==> config.mk <==
export PLATFORM = sky130hd
export DESIGN_NAME = stepdiv
export DESIGN_NICKNAME = d
export VERILOG_FILES = /design/src/rtl/stepdiv_pkg.sv /design/src/rtl/stepdiv_prep.sv /design/src/rtl/stepdiv_iter.sv /design/src/rtl/stepdiv_fix.sv /design/src/rtl/stepdiv.sv
export SDC_FILE = /design/constraint.sdc
export NUM_CORES = 1
export LEC_CHECK = 0
export ABC_AREA = 1
export CAP_MARGIN = 10
export CORE_ASPECT_RATIO = 1.25
export CORE_MARGIN = 8
export CORE_UTILIZATION = 25
export DETAILED_ROUTE_END_ITERATION = 12
export PLACE_DENSITY = 0.53
export SYNTH_ARGS = -nofsm -noshare
export SYNTH_HDL_FRONTEND = slang
export SYNTH_SLANG_ARGS = --single-unit
==> constraint.sdc <==
create_clock -name clk -period 3.8 [get_ports clk]
set_input_delay 0.76 -clock clk [delete_from_list [all_inputs] [get_ports clk]]
set_output_delay 0.76 -clock clk [all_outputs]
set_load 0.01 [all_outputs]
==> src/rtl/stepdiv_pkg.sv <==
package stepdiv_pkg;

  // operand interpretation captured on the load step
  typedef struct packed {
    logic lng;   // 32-bit dividend (integer forms only)
    logic sgn;   // two's complement operands
    logic frac;  // Q15 fractional form
  } dmode_t;

  // what a strobed step does, decoded from the step index
  typedef enum logic [1:0] {
    PH_LOAD = 2'd0,
    PH_ITER = 2'd1,
    PH_FIX  = 2'd2
  } phase_t;

endpackage

==> src/rtl/stepdiv_prep.sv <==
module stepdiv_prep
  import stepdiv_pkg::*;
#(
  parameter int W = 16
) (
  input  dmode_t           mode,
  input  logic [2*W-1:0]   dividend,
  input  logic [W-1:0]     divisor,
  output logic [2*W-1:0]   nmag,
  output logic [W-1:0]     dmag,
  output logic             qneg,
  output logic             rneg,
  output logic             pre_ovf,
  output logic             zdiv
);

  function automatic logic [W-1:0] abs_w(input logic [W-1:0] x, input logic neg);
    return neg ? (~x + W'(1)) : x;
  endfunction

  function automatic logic [2*W-1:0] abs_2w(input logic [2*W-1:0] x, input logic neg);
    return neg ? (~x + (2*W)'(1)) : x;
  endfunction

  logic          use_wide;
  logic          sa, sb;
  logic [W-1:0]  amag_s;
  logic [2*W-1:0] amag_l;

  always_comb begin
    use_wide = mode.lng & ~mode.frac;
    sa       = mode.sgn & (use_wide ? dividend[2*W-1] : dividend[W-1]);
    sb       = mode.sgn & divisor[W-1];
    amag_s   = abs_w(dividend[W-1:0], sa);
    amag_l   = abs_2w(dividend, sa);
    dmag     = abs_w(divisor, sb);
    if (mode.frac)
      nmag = {1'b0, amag_s, {(W-1){1'b0}}};     // align so the quotient is Q15
    else if (use_wide)
      nmag = amag_l;
    else
      nmag = {{W{1'b0}}, amag_s};
    zdiv    = (divisor == '0);
    pre_ovf = mode.frac ? (amag_s >= dmag)
                        : ({1'b0, nmag[2*W-1:W+1]} >= dmag);
    qneg    = sa ^ sb;
    rneg    = sa;
  end

endmodule

==> src/rtl/stepdiv_iter.sv <==
module stepdiv_iter #(
  parameter int W = 16
) (
  input  logic [W-1:0] prem,
  input  logic [W:0]   lo,
  input  logic [W-1:0] dmag,
  output logic [W-1:0] prem_n,
  output logic [W:0]   lo_n
);

  // one shift-compare-subtract: bring in the next dividend bit,
  // subtract when it fits, shift the quotient bit into lo
  function automatic logic [W:0] trial(input logic [W-1:0] r, input logic b);
    return {r, b};
  endfunction

  logic [W:0]   t;
  logic         ge;
  logic [W-1:0] diff;

  always_comb begin
    t      = trial(prem, lo[W]);
    ge     = (t >= {1'b0, dmag});
    diff   = t[W-1:0] - dmag;
    prem_n = ge ? diff : t[W-1:0];
    lo_n   = {lo[W-1:0], ge};
  end

endmodule

==> src/rtl/stepdiv_fix.sv <==
module stepdiv_fix #(
  parameter int W = 16
) (
  input  logic [W:0]   qmag,
  input  logic [W-1:0] rmag,
  input  logic         qneg,
  input  logic         rneg,
  input  logic         sgn,
  input  logic         frac,
  input  logic         pre_ovf,
  output logic [W-1:0] qout,
  output logic [W-1:0] rout,
  output logic         range_ovf
);

  localparam logic [W:0] HALF = (W+1)'(1) << (W-1);

  function automatic logic [W-1:0] apply_sign(input logic [W-1:0] x, input logic neg);
    return neg ? (~x + W'(1)) : x;
  endfunction

  logic [W:0] lim;

  always_comb begin
    if (sgn | frac)
      lim = qneg ? HALF : (HALF - (W+1)'(1));
    else
      lim = {1'b0, {W{1'b1}}};
    range_ovf = pre_ovf | (qmag > lim);
    qout      = apply_sign(qmag[W-1:0], qneg);
    rout      = apply_sign(rmag, rneg);
  end

endmodule

==> src/rtl/stepdiv.sv <==
module stepdiv
  import stepdiv_pkg::*;
#(
  parameter  int W     = 16,
  localparam int NSTEP = W + 1,
  localparam int LAST  = W + 2,
  localparam int CW    = $clog2(LAST + 1)
) (
  input  logic            clk,
  input  logic            rst_n,
  input  logic            step,
  input  logic            is_long,
  input  logic            is_signed,
  input  logic            is_frac,
  input  logic [2*W-1:0]  dividend,
  input  logic [W-1:0]    divisor,
  output logic [W-1:0]    quotient,
  output logic [W-1:0]    remainder,
  output logic [CW-1:0]   stage,
  output logic            busy,
  output logic            done,
  output logic            ovf,
  output logic            dz
);

  // architecturally visible state
  logic [CW-1:0] stage_q;
  logic [W-1:0]  prem_q;
  logic [W:0]    lo_q;
  logic [W-1:0]  dmag_q;
  logic          qneg_q, rneg_q, povf_q, zdiv_q, sgn_q, frac_q;
  logic [W-1:0]  quo_q, rem_q;
  logic          ovf_q, dz_q, done_q;

  // named events for the checker
  phase_t ph;
  logic   ld_evt, it_evt, fin_evt;

  always_comb begin
    if (stage_q == '0)              ph = PH_LOAD;
    else if (stage_q == CW'(LAST))  ph = PH_FIX;
    else                            ph = PH_ITER;
  end

  assign ld_evt  = step & (ph == PH_LOAD);
  assign it_evt  = step & (ph == PH_ITER);
  assign fin_evt = step & (ph == PH_FIX);

  dmode_t         mode_in;
  logic [2*W-1:0] nmag;
  logic [W-1:0]   dmag;
  logic           qneg, rneg, pre_ovf, zdiv;

  assign mode_in = '{lng: is_long, sgn: is_signed, frac: is_frac};

  stepdiv_prep #(.W(W)) u_prep (
    .mode(mode_in), .dividend(dividend), .divisor(divisor),
    .nmag(nmag), .dmag(dmag), .qneg(qneg), .rneg(rneg),
    .pre_ovf(pre_ovf), .zdiv(zdiv)
  );

  logic [W-1:0] prem_n;
  logic [W:0]   lo_n;

  stepdiv_iter #(.W(W)) u_iter (
    .prem(prem_q), .lo(lo_q), .dmag(dmag_q),
    .prem_n(prem_n), .lo_n(lo_n)
  );

  logic [W-1:0] qout, rout;
  logic         range_ovf;

  stepdiv_fix #(.W(W)) u_fix (
    .qmag(lo_q), .rmag(prem_q), .qneg(qneg_q), .rneg(rneg_q),
    .sgn(sgn_q), .frac(frac_q), .pre_ovf(povf_q),
    .qout(qout), .rout(rout), .range_ovf(range_ovf)
  );

  logic err_fin;
  assign err_fin = zdiv_q | range_ovf;

  always_ff @(posedge clk or negedge rst_n) begin
    if (!rst_n) begin
      stage_q <= '0;
      prem_q  <= '0;
      lo_q    <= '0;
      dmag_q  <= '0;
      qneg_q  <= 1'b0;
      rneg_q  <= 1'b0;
      povf_q  <= 1'b0;
      zdiv_q  <= 1'b0;
      sgn_q   <= 1'b0;
      frac_q  <= 1'b0;
      quo_q   <= '0;
      rem_q   <= '0;
      ovf_q   <= 1'b0;
      dz_q    <= 1'b0;
      done_q  <= 1'b0;
    end else if (ld_evt) begin
      prem_q  <= {1'b0, nmag[2*W-1:W+1]};
      lo_q    <= nmag[W:0];
      dmag_q  <= dmag;
      qneg_q  <= qneg;
      rneg_q  <= rneg;
      povf_q  <= pre_ovf;
      zdiv_q  <= zdiv;
      sgn_q   <= is_signed;
      frac_q  <= is_frac;
      done_q  <= 1'b0;
      stage_q <= CW'(1);
    end else if (it_evt) begin
      prem_q  <= prem_n;
      lo_q    <= lo_n;
      stage_q <= stage_q + CW'(1);
    end else if (fin_evt) begin
      stage_q <= '0;
      done_q  <= 1'b1;
      dz_q    <= zdiv_q;
      ovf_q   <= range_ovf & ~zdiv_q;
      if (!err_fin) begin
        quo_q <= qout;
        rem_q <= rout;
      end
    end
  end

  assign quotient  = quo_q;
  assign remainder = rem_q;
  assign stage     = stage_q;
  assign busy      = (stage_q != '0);
  assign done      = done_q;
  assign ovf       = ovf_q;
  assign dz        = dz_q;

endmodule

== Word-level counts from Yosys, hierarchy flattened ==
Index checks and enable logic that the tools add are counted.
Widths: inputs -> output; s select.
Storage, ports and cells
  register bits after elaboration: 95
  input bits: 54
  word-level logic and storage cells: 85
Cells by class
  add/subtract/negate cells: 7
  order comparisons: 4
  equality and inequality tests: 4
  multiplexer cells: 24
  bitwise operators: 21
  reduce and logical (&&, ||, !) cells: 10
Operator list (number)
  $mux 16: 8
  $mux 32: 3
  $add 16x1->16 const B: 4
  $not 16->16: 4
  $mux 17: 3
  $add 32x1->32 const B: 1
  $not 32->32: 1
  $ge 17x16->1: 1
  $gt 17x17->1: 1
  $ge 15x16->1: 1
  $ge 16x16->1: 1
  $logic_not 16->1: 1
  $sub 16x16->16: 1
  $mux 5: 3
  $and 1x1->1: 7
  $add 5x1->5 const B: 1
  $eq 5x5->1 const B: 1
  $logic_not 5->1: 1
  $mux 1: 5
  $not 1->1: 5
  $reduce_bool 5->1: 1
  $mux 2: 2
  $reduce_and 4->1: 1
  $reduce_bool 2->1: 2
  9 further kinds: 11

== Longest topological paths before layout ==
  depth after elaboration: 9
  mapped depth: 21
  gate-level depth less buffers: 20

== Cells and area by module ==
A second synthesis with hierarchy kept.
Second synthesis, totals
  cell total of the unflattened synthesis: 1554
  area, all modules: 9554.2 um2
Modules (own cells, without submodules)
  stepdiv: instances 1, cells an instance 546, area each 4354.2 um2, sequential area each 2377.3 um2
  stepdiv_prep: instances 1, cells an instance 490, area each 2489.9 um2, sequential area each 0.0 um2
  stepdiv_iter: instances 1, cells an instance 286, area each 1446.4 um2, sequential area each 0.0 um2
  stepdiv_fix: instances 1, cells an instance 232, area each 1263.7 um2, sequential area each 0.0 um2

== Least setup slack after synthesis ==
OpenSTA, ideal clock, no wires.
  path type: input -> register
  start point: input dividend[0]
  end point: register povf_q
  setup time: 0.124 ns
  data arrival time: 2.688 ns
  required time: 3.676 ns
  setup slack: 0.988 ns
  cell stages on the path: 17
  buffers on the path: 0
  cell sequence: inv_1 > ha_1 > nand3_1 > nor2_1 > nand3_1 > nand2_2 > nand4_1 > nand3_1 > nand2_1 > ha_1 > a21o_1 > a21oi_1 > o21ai_0 > nand2_1 > nand3_1 > nand2_1 > nand2_1
Between the ends
  longest elaborated chain between the ends: 7
  elaborated cells between the ends (all ways): 11
  classes of those cells: add/sub (2); order compare (2); mux (5); bitwise (2)
Ends and longest elaborated chain
  start, declared: line stepdiv.sv:15  | input logic [2*W-1:0] dividend,
  $not 32->32: line stepdiv_prep.sv:22  | return neg ? (~x + (2*W)'(1)) : x;
  $add 32x1->32: line stepdiv_prep.sv:22
  $mux 32: line stepdiv_prep.sv:22
  $mux 32: line stepdiv_prep.sv:39  | else if (use_wide)
  $mux 32: line stepdiv_prep.sv:37  | if (mode.frac)
  $ge 15x16->1: line stepdiv_prep.sv:45  | : ({1'b0, nmag[2*W-1:W+1]} >= dmag);
  $mux 1 (*): line stepdiv_prep.sv:44  | pre_ovf = mode.frac ? (amag_s >= dmag)
  end signal, assigned: line stepdiv.sv:105  | povf_q <= pre_ovf;
  end, declared: line stepdiv.sv:31  | logic qneg_q, rneg_q, povf_q, zdiv_q, sgn_q, frac_q;
Mark *: on every way between the ends. The rest lies on a longest branch, timed or not.
A chain may end at the register's enable or synchronous reset.

== Worst setup path after layout ==
Ends and elaborated chain as after synthesis.

==> reports/qor.csv <==
metric,value,unit
status,"finished, final reports clean",
whs,0.4785,ns
setup_slack,0.4371,ns
clk_path_buf_depth,2,
vias,8921,
avgRoutedWirePerCell,15.62,um
grt_pass1_vias,8852,
wirelength,30730,um
ys_seq_elements,95,
place.gp.congestion,0.9106,
synth.area.top_cells,"dfrtp_1 27%, nand2_1 19%, inv_1 10%",
slew-limit-headroom,44.78,%
die_area,0.04160,mm^2
vias_per_cell,4.535,
tightest_slew,0.8283,ns
cts_tree,built,
stdcell_area,0.01080,mm^2
switching_share,51.51,%
highest_layer,met4,
critPathRequiredTime,4.04,ns
cts_root_buffer,clkbuf_16,
synth_top_flop_cell,dfrtp_1,
worst-setup-path-type,in -> reg,
first_iter_violations,532,
grt_use_total,14.85,%
ant_nets,0,
synthArstFlopShare,100.0,%
die_height,226.1,um
nNetsFinal,1613,
min_path_type,in -> async,
place_area,0.01048,mm^2
wl_met3,1116,um
synth.distinct_cells,45,
die_w,184.0,um
antenna_found_initial,0,
drc_errors,0,
p_leak,5.605,nW
fill_cells,3942,
post_cts_buffers,0,
netlist_instances,1383,
final_core_util,30.78,%
port_buffers,94,
synth-edff-count,0,
p_int,3.859,mW
placed_cells,1951,
ys_seq_area_share,26.94,%
fin_crit_sh,88.50,%
syn_nets,1508,
grt_overflow,0,
rows,77,
io_pins,95,
start_util,25.16,%
hold_viol_final,0,
period_needed,3.363,ns
dp_hpwl,25390,um
seqPwrFrac,23.8,%
core_area,0.03507,mm^2
cts.sinks,95,
clock_latency,0.36,ns
path_clk_slew,0.07,ns
ys_warn_count,0,
dr.pass1.iters,5,
cp-end-kind,flip-flop,
fmax,297.4,MHz
cp_top_family,simple AND/OR/NAND/NOR gates,
cts_hold_buf,0,
max_stage_delay,0.48,ns
numCtsBuffers,9,
syn_area_per_cell,6.381,um^2
ctsResizeCount,0,
dp_worst_setup_slack,0.1015,ns
area_growth_syn_to_layout,22.33,%
crit_chain,"clkdlybuf4s50_1, inv_1, ha_1, nand3_1, nor2_1, nand3_1, nand2_2, nand4_1, nand3_1, nand2_1, ha_1, a21o_1, a21oi_1, o21ai_0, nand2_1, nand3_1, nand2_1, nand2_1",
max_cap_violations,0,
report.final.setup_viol,0,
layout.cells.non_filler,1967,
path_buf_inv,2,
htree_levels,3,
combinationalPowerShare,64.0,%
pwr-share-clk,12.3,%
final.setup_skew,0.01080,ns
routed-wl-met2,15270,um
arrival,3.60,ns
drive_above_1_share,5.090,%
num_antenna_cells,0,
slew_viol_final,0,
synth_most_common_cell,nand2_1,
yosys.area.top_type,dfrtp_1,
cp_max_fo,10,
grt_max_degree,62,
setup-tns-final,0,ns
slowest_stage,clkdlybuf4s50_1,
grt_pass1_wl,48490,um
crit_path_start_kind,input pin,
yosysTopAreaCellShare,26.94,%
power.switching,4.099,mW
synthTopCellsByCount,"439 x nand2_1, 238 x inv_1, 127 x nand3_1, 102 x nor2_1, 95 x dfrtp_1",
powerDensity,737.2,mW/mm^2
rsz0062_at_grt,false,
ir_worst_vdd,267.1,uV
m1WireLength,13760,um
synth_area,0.008825,mm^2
power,7.958,mW
==> cells by family after synthesis <==
group           share of synthesized area, %
simple gates                           36.18
buf+inv                                12.19
compound gates                         9.131
flops                                  26.94
fa+ha+maj                              10.15
xor+xnor                               5.402
==> cells in the final DEF (no fill, tap or decap), types with 9 or more instances in the layout <==
cell type / netlist / layout
a21oi_1: 41 / 41
buf_4: 2 / 35
clkbuf_16: 0 / 9
clkdlybuf4s50_1: 0 / 93
dfrtp_1: 95 / 95
ha_1: 70 / 70
inv_1: 238 / 238
nand2_1: 439 / 439
nand3_1: 127 / 127
nand4_1: 43 / 43
nor2_1: 102 / 101
nor3_1: 16 / 16
o21ai_0: 55 / 55
o21ai_1: 9 / 9
o221ai_1: 13 / 13
xor2_1: 43 / 43
==> area by class of cell <==
| type | instances | area [um^2] | area share [%] |
|---|---|---|---|
| flip-flops and latches | 95 | 2377 | 22.02 |
| well taps | 474 | 593.1 | 5.494 |
| clock buffers | 9 | 225.2 | 2.086 |
| multi-input cells | 1012 | 5379 | 49.83 |
| repair buffers | 130 | 1234 | 11.43 |
| clock inverters | 7 | 86.33 | 0.7997 |
| inverters | 240 | 900.9 | 8.345 |
==> path summary, 6_finish.rpt <==
check / start / to / slack [ns] / depth (start not counted)
min in group clk: ovf / ovf / 0.49 / 2
worst min-delay path: rst_n / dmag_q[6] / 0.48 / 1
worst max-delay path: dividend[0] / povf_q / 0.44 / 18
max in group asynchronous: rst_n / remainder[8] / 2.52 / 2
worst min register to register: ovf / ovf / 0.49 / 2
worst max register to register: qneg_q / remainder[0] / 0.92 / 12
==> sequential cells by signal (all words and copies together) (netlist names), 5 cells and up <==
register / cells
dmag_q: 16
prem_q: 16
lo_q: 17
quotient: 16
remainder: 16
stage: 5
==> power groups by stage <==
stage	clock network [mW]	registers, mW	logic [mW]
floorplan	0	1.81	3.44
global placement	0	1.90	5.05
detailed placement	0	1.91	5.10
CTS	1.00	1.89	5.12
global route	1.05	1.94	5.79
finish	0.976	1.89	5.09
==> metal layers <==
metal	global-route usage (%)	vias to the layer above
met2	26.52	162
met1	18.28	4120
met3	1.980	29
met4	4.248	0
met5	0	-
li1	-	4610
(Power assumes the default switching activity.)
